`src/rtl/opfwd_pkg.sv`:
```
package opfwd_pkg;

  typedef enum logic [1:0] {
    SRC_REGFILE = 2'b00,
    SRC_WBACK   = 2'b01,
    SRC_EXMEM   = 2'b10
  } opsrc_e;

  localparam int NUM_OPND = 2;

  function automatic logic stage_hits(input logic we, input logic [7:0] rd,
                                      input logic [7:0] rs);
    return we && (rd != 8'd0) && (rd == rs);
  endfunction

endpackage

```
`src/rtl/opfwd_regfile.sv`:
```
module opfwd_regfile #(
  parameter int XLEN  = 32,
  parameter int NREGS = 32,
  parameter int NRD   = 2,
  localparam int AW   = $clog2(NREGS)
) (
  input  logic                     clk,
  input  logic                     rst_n,
  input  logic                     wr_en,
  input  logic [AW-1:0]            wr_addr,
  input  logic [XLEN-1:0]          wr_data,
  input  logic [NRD-1:0][AW-1:0]   rd_addr,
  output logic [NRD-1:0][XLEN-1:0] rd_data,
  output logic [NRD-1:0]           rd_bypassed
);

  logic [XLEN-1:0] mem [NREGS];
  logic            wr_live;

  assign wr_live = wr_en && (wr_addr != '0);

  always_ff @(posedge clk or negedge rst_n) begin
    if (!rst_n) begin
      for (int i = 0; i < NREGS; i++) mem[i] <= '0;
    end else if (wr_live) begin
      mem[wr_addr] <= wr_data;
    end
  end

  for (genvar p = 0; p < NRD; p++) begin : g_rd
    always_comb begin
      rd_bypassed[p] = wr_live && (rd_addr[p] == wr_addr);
      if (rd_addr[p] == '0)
        rd_data[p] = '0;
      else if (rd_bypassed[p])
        rd_data[p] = wr_data;
      else
        rd_data[p] = mem[rd_addr[p]];
    end
  end

endmodule

```
`src/rtl/opfwd_pick.sv`:
```
module opfwd_pick
  import opfwd_pkg::*;
#(
  parameter int XLEN = 32,
  parameter int AW   = 5
) (
  input  logic [AW-1:0]   rs,
  input  logic [XLEN-1:0] rf_val,
  input  logic            exm_we,
  input  logic [AW-1:0]   exm_rd,
  input  logic [XLEN-1:0] exm_val,
  input  logic            mwb_we,
  input  logic [AW-1:0]   mwb_rd,
  input  logic [XLEN-1:0] mwb_val,
  output opsrc_e          sel,
  output logic [XLEN-1:0] val,
  output logic            hit_exm,
  output logic            hit_mwb
);

  assign hit_exm = stage_hits(exm_we, 8'(exm_rd), 8'(rs));
  assign hit_mwb = stage_hits(mwb_we, 8'(mwb_rd), 8'(rs));

  always_comb begin
    if (hit_exm)      sel = SRC_EXMEM;
    else if (hit_mwb) sel = SRC_WBACK;
    else              sel = SRC_REGFILE;
  end

  always_comb begin
    unique case (sel)
      SRC_EXMEM: val = exm_val;
      SRC_WBACK: val = mwb_val;
      default:   val = rf_val;
    endcase
  end

endmodule

```
`src/rtl/opfwd_unit.sv`:
```
module opfwd_unit
  import opfwd_pkg::*;
#(
  parameter int XLEN  = 32,
  parameter int NREGS = 32,
  localparam int AW   = $clog2(NREGS)
) (
  input  logic            clk,
  input  logic            rst_n,
  input  logic [AW-1:0]   dec_rs_a,
  input  logic [AW-1:0]   dec_rs_b,
  output logic [XLEN-1:0] dec_rdata_a,
  output logic [XLEN-1:0] dec_rdata_b,
  input  logic [AW-1:0]   ex_rs_a,
  input  logic [AW-1:0]   ex_rs_b,
  input  logic [XLEN-1:0] ex_rf_a,
  input  logic [XLEN-1:0] ex_rf_b,
  input  logic            exm_we,
  input  logic [AW-1:0]   exm_rd,
  input  logic [XLEN-1:0] exm_result,
  input  logic            mwb_we,
  input  logic [AW-1:0]   mwb_rd,
  input  logic [XLEN-1:0] mwb_result,
  output logic [1:0]      sel_a,
  output logic [1:0]      sel_b,
  output logic [XLEN-1:0] opnd_a,
  output logic [XLEN-1:0] opnd_b
);

  logic [NUM_OPND-1:0][AW-1:0]   rs_vec;
  logic [NUM_OPND-1:0][XLEN-1:0] rf_vec;
  logic [NUM_OPND-1:0][XLEN-1:0] val_vec;
  opsrc_e                        sel_vec [NUM_OPND];
  logic [NUM_OPND-1:0]           exm_hit;
  logic [NUM_OPND-1:0]           mwb_hit;
  logic [NUM_OPND-1:0][AW-1:0]   dec_addr;
  logic [NUM_OPND-1:0][XLEN-1:0] dec_data;
  logic [NUM_OPND-1:0]           dec_bypass;

  assign rs_vec   = {ex_rs_b, ex_rs_a};
  assign rf_vec   = {ex_rf_b, ex_rf_a};
  assign dec_addr = {dec_rs_b, dec_rs_a};

  opfwd_regfile #(.XLEN(XLEN), .NREGS(NREGS), .NRD(NUM_OPND)) u_rf (
    .clk        (clk),
    .rst_n      (rst_n),
    .wr_en      (mwb_we),
    .wr_addr    (mwb_rd),
    .wr_data    (mwb_result),
    .rd_addr    (dec_addr),
    .rd_data    (dec_data),
    .rd_bypassed(dec_bypass)
  );

  for (genvar k = 0; k < NUM_OPND; k++) begin : g_op
    opfwd_pick #(.XLEN(XLEN), .AW(AW)) u_pick (
      .rs     (rs_vec[k]),
      .rf_val (rf_vec[k]),
      .exm_we (exm_we),
      .exm_rd (exm_rd),
      .exm_val(exm_result),
      .mwb_we (mwb_we),
      .mwb_rd (mwb_rd),
      .mwb_val(mwb_result),
      .sel    (sel_vec[k]),
      .val    (val_vec[k]),
      .hit_exm(exm_hit[k]),
      .hit_mwb(mwb_hit[k])
    );
  end

  logic exm_hit_a, exm_hit_b, mwb_hit_a, mwb_hit_b;
  assign exm_hit_a = exm_hit[0];
  assign exm_hit_b = exm_hit[1];
  assign mwb_hit_a = mwb_hit[0];
  assign mwb_hit_b = mwb_hit[1];

  assign sel_a       = sel_vec[0];
  assign sel_b       = sel_vec[1];
  assign opnd_a      = val_vec[0];
  assign opnd_b      = val_vec[1];
  assign dec_rdata_a = dec_data[0];
  assign dec_rdata_b = dec_data[1];

endmodule

```
`config.mk`:
```
export PLATFORM = sky130hd
export DESIGN_NAME = opfwd_unit
export DESIGN_NICKNAME = d
export VERILOG_FILES = /design/src/rtl/opfwd_pkg.sv /design/src/rtl/opfwd_regfile.sv /design/src/rtl/opfwd_pick.sv /design/src/rtl/opfwd_unit.sv
export SDC_FILE = /design/constraint.sdc
export NUM_CORES = 2
export LEC_CHECK = 0
export BUFFER_PORTS_ARGS = -buffer_cell sky130_fd_sc_hd__buf_4
export CAP_MARGIN = 25
export CORE_UTILIZATION = 60
export CTS_CLUSTER_SIZE = 16
export DETAILED_ROUTE_END_ITERATION = 7
export PLACE_DENSITY = 0.75
export SLEW_MARGIN = 30
export SYNTH_ARGS = -nofsm -noshare
export SYNTH_HDL_FRONTEND = slang
export SYNTH_SLANG_ARGS = --single-unit
```
`constraint.sdc`:
```
create_clock -name clk -period 3.3 [get_ports clk]
set_input_delay 0.66 -clock clk [delete_from_list [all_inputs] [get_ports clk]]
set_output_delay 0.66 -clock clk [all_outputs]
set_load 0.05 [all_outputs]
```
==> Yosys cells after proc, flatten, opt, wreduce, memory -nomap -nowiden <==
Cells that the tools add are included.
{ "totals": {"reg_bits": 1024, "inputBits": 162, "out_inout_bits": 132} }
{ "op_classes": {"n_reduce_logical": 13, "magnitude_cmp": 4, "n_eq_ne": 10, "muxes": 19, "bitwise_logic": 3} }
{ "op_table": {"columns": ["op", "count"], "rows": [
  ["1024-bit bitwise mux", 1],
  ["32-bit binary-select mux with 5-bit select", 2],
  ["32-bit 2-to-1 mux", 9],
  ["32-bit demux with 5-bit select", 1],
  ["32-bit one-hot mux with 2 select lines", 2],
  ["5-bit == test", 6],
  ["6-bit >= comparator, second input constant", 3],
  ["5-bit NOT with 6-bit output", 3],
  ["5-bit zero test", 2],
  ["5-bit nonzero test", 2],
  ["1-bit logical AND", 9],
  ["6-bit by 1-bit less-than comparator with 1-bit output, second input constant", 1],
  ["2-bit by 1-bit == test with 1-bit output, second input constant", 2],
  ["2-bit == test, second input constant", 2],
  ["2-bit 2-to-1 mux", 2],
  ["1-bit 2-to-1 mux", 2]
]} }

==> Logic depth before layout (Yosys ltp) <==
{ "logic_depth": {"ltp_word": 7, "depth_mapped": 10, "mapped_depth_nobuf": 5} }

==> By module <==
From an unflattened synthesis, not the netlist that was laid out.
{ "unflattened": {"cells_unflattened": 3995, "hier_area_um2": 57367.5} }
{ "modules_own_cells": {"columns": ["mod", "seq_area_each_um2", "area_each_um2", "instances", "cells_each"], "rows": [
  ["opfwd_regfile", 25624.6, 54985.2, 1, 3617],
  ["opfwd_pick", 0.0, 1191.1, 2, 189]
]} }

==> Worst setup path before layout <==
No wires, ideal clock.
{ "synth_path": {"path_kind": "input-to-output", "startpoint": "input port dec_rs_b[0]", "endpoint": "output port dec_rdata_b[21]", "setup_slack_ns": -0.565, "t_arrival_ns": 3.205, "cell_stages": 7, "cell_sequence": "buf_4 buf_12 xnor2_1 nand3_1 or4_1 clkbuf_1 a211oi_1"} }
{ "synth_between": {"elab_chain_len": 6} }
{ "synth_rtl": {"columns": ["item", "line", "text"], "rows": [
  ["start, declared", "opfwd_unit.sv:11", "input logic [AW-1:0] dec_rs_b,"],
  ["5-bit NOT with 6-bit output (implied by the code)", "opfwd_regfile.sv:38", "rd_data[p] = mem[rd_addr[p]];"],
  ["32-bit binary-select mux with 5-bit select", "opfwd_regfile.sv:38", null],
  ["32-bit 2-to-1 mux (implied by the code) (2 in series)", "opfwd_regfile.sv:38", null],
  ["32-bit 2-to-1 mux", "opfwd_regfile.sv:35", "else if (rd_bypassed[p])"],
  ["32-bit 2-to-1 mux (*)", "opfwd_regfile.sv:33", "if (rd_addr[p] == '0)"],
  ["end, declared", "opfwd_unit.sv:13", "output logic [XLEN-1:0] dec_rdata_b,"]
]} }
Mark *: on every way between the ends. The rest lies on a longest branch, timed or not. The select of a mux whose other input is x is not followed.

==> Worst setup path after layout <==
{ "layout_path": {"startpoint": "input port dec_rs_b[0]", "endpoint": "output port dec_rdata_b[1]"} }
Same word-level chain as after synthesis.

==> flow_summary.json <==
{
  "outcome": "finished with violations",
  "violations": "negative setup slack",
  "finalHoldViolCount": 0,
  "r2r_slack_ps": 2230,
  "cp.arrival_ps": 2730,
  "synth-edff-count": 0,
  "crit_path_top_delay_cell": "mux4_2",
  "worstMarginPinSlew_ps": 925.1,
  "fin_nets": 4830,
  "yosys.area.top_type": "dfrtp_1",
  "wl_um": 214200,
  "initial_core_util_pct": 60.91,
  "ff2ff_path_depth": 3,
  "synth_area_um2": 57100,
  "ys_top_cells_by_area": "dfrtp_1 (45%), mux2_2 (19%), mux4_2 (15%), mux2i_1 (5.3%), clkbuf_1 (1.7%)",
  "final.setup.tns_ps": -651.3,
  "synth-main-ff-cell": "dfrtp_1",
  "cp_data_required_time_ps": 2640,
  "fin_crit_ps": 3392,
  "fill_cells": 5679,
  "finalSetupViolCount": 24,
  "ys_types": 68,
  "timing.final.ws_setup_ps": -92.46,
  "routedWlPerCell_um": 35.63,
  "clock-root-buffer": "clkbuf_16",
  "dp_hpwl_um": 136600,
  "avgSynthCellArea_um2": 13.68,
  "hold_ws_ps": 398.1,
  "core_area_um2": 93750,
  "startpoint_type": "input port",
  "design_area_um2": 70360,
  "path_max_fanout": 27,
  "drcViolationCount": 0,
  "htreeDepth": 3,
  "cts.sinks": 1024,
  "r2r-start": "u_rf.mem[396]$_DFFE_PN0P_",
  "syn_to_final_growth_pct": 23.22,
  "synth_commonest_cells": "dfrtp_1 (1024), mux2_2 (986), mux4_2 (376), mux2i_1 (304), clkbuf_1 (253)",
  "std_cell_rows": 112,
  "drtIter0Drc": 5885,
  "holdPathStages": 0,
  "cp_cell_sequence": "buf_16 > buf_12 > buf_16 > mux4_2 > a22oi_1 > nand2_1 > nor3_1 > buf_4 > nor3_4 > buf_4",
  "grt_use_total_pct": 44.30,
  "drive_gt1_share_pct": 55.49,
  "die_area_um2": 96400,
  "rsz0062_at_grt": "true",
  "syn-num-nets": 4335,
  "drt_pass1_iterations": 6,
  "fp.dieW_um": 310.5,
  "p_leak_uw": 0.03096,
  "grt_overflow": 0,
  "portBuffers": 293,
  "largest-register": "u_rf.mem",
  "synth-seq-area-share_pct": 44.88,
  "place_area_um2": 64160,
  "multi_input_area_um2": 30650,
  "grt_max_degree": 97,
  "post-route-period-util_pct": 102.8,
  "synth_seq_cells": 1024,
  "hp-class": "flop to flop",
  "maxCapViolations": 0,
  "cts_made_buffers": 107,
  "fmax_mhz": 294.8,
  "ios": 294,
  "slew_violations": 0,
  "vdd_drop_max_mv": 0.4627,
  "syn_inst": 4173,
  "largest_reg_flops": 1024,
  "powerDensity_nw_per_um2": 557.6,
  "cp_slowest_stage_delay_ps": 570,
  "antenna_found_initial": 4,
  "min_from": "u_rf.mem[1003]$_DFFE_PN0P_",
  "synth_most_common_cell": "dfrtp_1",
  "grt_pass1_vias": 44230,
  "r2r_end": "u_rf.mem[396]$_DFFE_PN0P_",
  "die_h_um": 310.5,
  "vias_per_cell": 7.283,
  "min_to": "u_rf.mem[1003]$_DFFE_PN0P_",
  "yosys_warnings": 0,
  "relSlewSlack_pct": 38.32,
  "synth_top_area_share_pct": 44.88,
  "globalplace.congestion": 0.9847,
  "clock_path_buffers": 3,
  "cts_tree": "built",
  "clk_latency_ps": 690,
  "async_flop_share_pct": 100.0,
  "pre_cts_ws_ps": -613.8,
  "critPathKind": "input port to output pin",
  "vias": 43780,
  "grt_pass1_wl_um": 304600,
  "reg_top3": "u_rf.mem x1024",
  "clk_pin_slew_ps": 60,
  "end_kind": "output pin",
  "ant_nets": 0,
  "regArea_um2": 25620,
  "skew_ps": 0
}
[final cells by class]
cell class	count	area share (%)
inverters	5	0.02845
clock inverters	32	0.4482
diodes	4	0.01423
flip-flops and latches	1024	36.42
repair buffers	867	12.66
clock buffers	163	4.624
well taps	1254	2.230
multi-input cells	2663	43.57
[per-layer routing]
| metal | share of wire, % | track usage (%) | up-vias |
|---|---|---|---|
| li1 | - | - | 17040 |
| met1 | 36 | 57.57 | 22540 |
| met2 | 43 | 63.61 | 3195 |
| met3 | 13 | 14.45 | 1003 |
| met4 | 8.1 | 29.66 | 6 |
| met5 | 0.018 | 0 | - |
[through the flow]
stage	utilization (%)	total power, µW	instances
5_1_grt	75.03	40390	6008
2_1_floorplan	-	22760	4173
3_5_place_dp	68.43	26060	5741
3_3_place_gp	68.43	25630	5741
4_1_cts	73.91	38640	5980
6_report	75.05	39230	6012
[worst max-delay path by stage]
stage | from | to | slack, ps | depth (start not counted)
floorplan | dec_rs_b[0] | dec_rdata_b[21] | -130 | 7
global placement | dec_rs_b[1] | dec_rdata_b[25] | -600 | 11
detailed placement | dec_rs_b[1] | dec_rdata_b[25] | -610 | 11
CTS | dec_rs_a[0] | dec_rdata_a[24] | -60 | 10
global route | dec_rs_b[0] | dec_rdata_b[1] | -110 | 10
finish | dec_rs_b[0] | dec_rdata_b[1] | -90 | 10
[worst max-delay path: cells and delay by family]
family / cells / cell delay, ps
compound gates: 1 / 250
mux: 1 / 570
simple gates: 3 / 320
buf+inv: 5 / 900
[power by group]
| part | total [µW] | internal [µW] | switching [µW] |
|---|---|---|---|
| Sequential | 16900 | 14900 | 1910 |
| Clock | 12300 | 7160 | 5190 |
| Combinational | 10000 | 5400 | 4630 |
[cell families after synthesis]
group / count (synthesis) / share of synthesized area (%)
DFF: 1024 / 44.88
and+or+nand+nor: 427 / 3.697
muxes: 1731 / 40.89
xor gates and xnor gates: 30 / 0.4602
buffers and inverters: 486 / 4.150
AOI/OAI and AO/OA: 475 / 5.927
[layout by cell type (no fill, tap or decap), types with 11 or more instances in the layout]
cell type	instances
a211oi_1	26
buf_16	17
a221o_1	44
buf_8	12
nor3_1	29
nor4_1	21
nor2b_1	17
o21ai_0	25
clkbuf_16	119
clkbuf_8	28
mux2_1	65
nand2_1	108
nor3_4	14
nor2_2	11
o21ai_1	76
a21oi_2	11
o22ai_2	12
clkinv_2	19
buf_6	70
a221oi_2	18
a21oi_1	18
a22oi_1	26
o22ai_1	80
nor2_4	16
nor3_2	13
a221oi_1	28
clkbuf_1	24
nand2_2	17
nor2_1	76
mux2i_2	16
buf_12	113
mux2_2	986
nand2b_1	15
and3_1	11
mux2i_1	281
xnor2_1	13
buf_4	640
mux4_2	376
a22o_1	21
dfrtp_1	1024
[what timing repair did]
| item | 4_1_cts | 5_1_grt |
|---|---|---|
| buffers inserted | 33 | 28 |
| hold buffers | 1 | 0 |
| endpoints found under the setup margin | 61 | 112 |
| endpoints found under the hold margin | 31 | 0 |
| gates cloned | 12 | 8 |
| gates resized for setup | 185 | 153 |
| pin swaps | 31 | 50 |
Note: power is estimated with default switching activity, not from simulation.
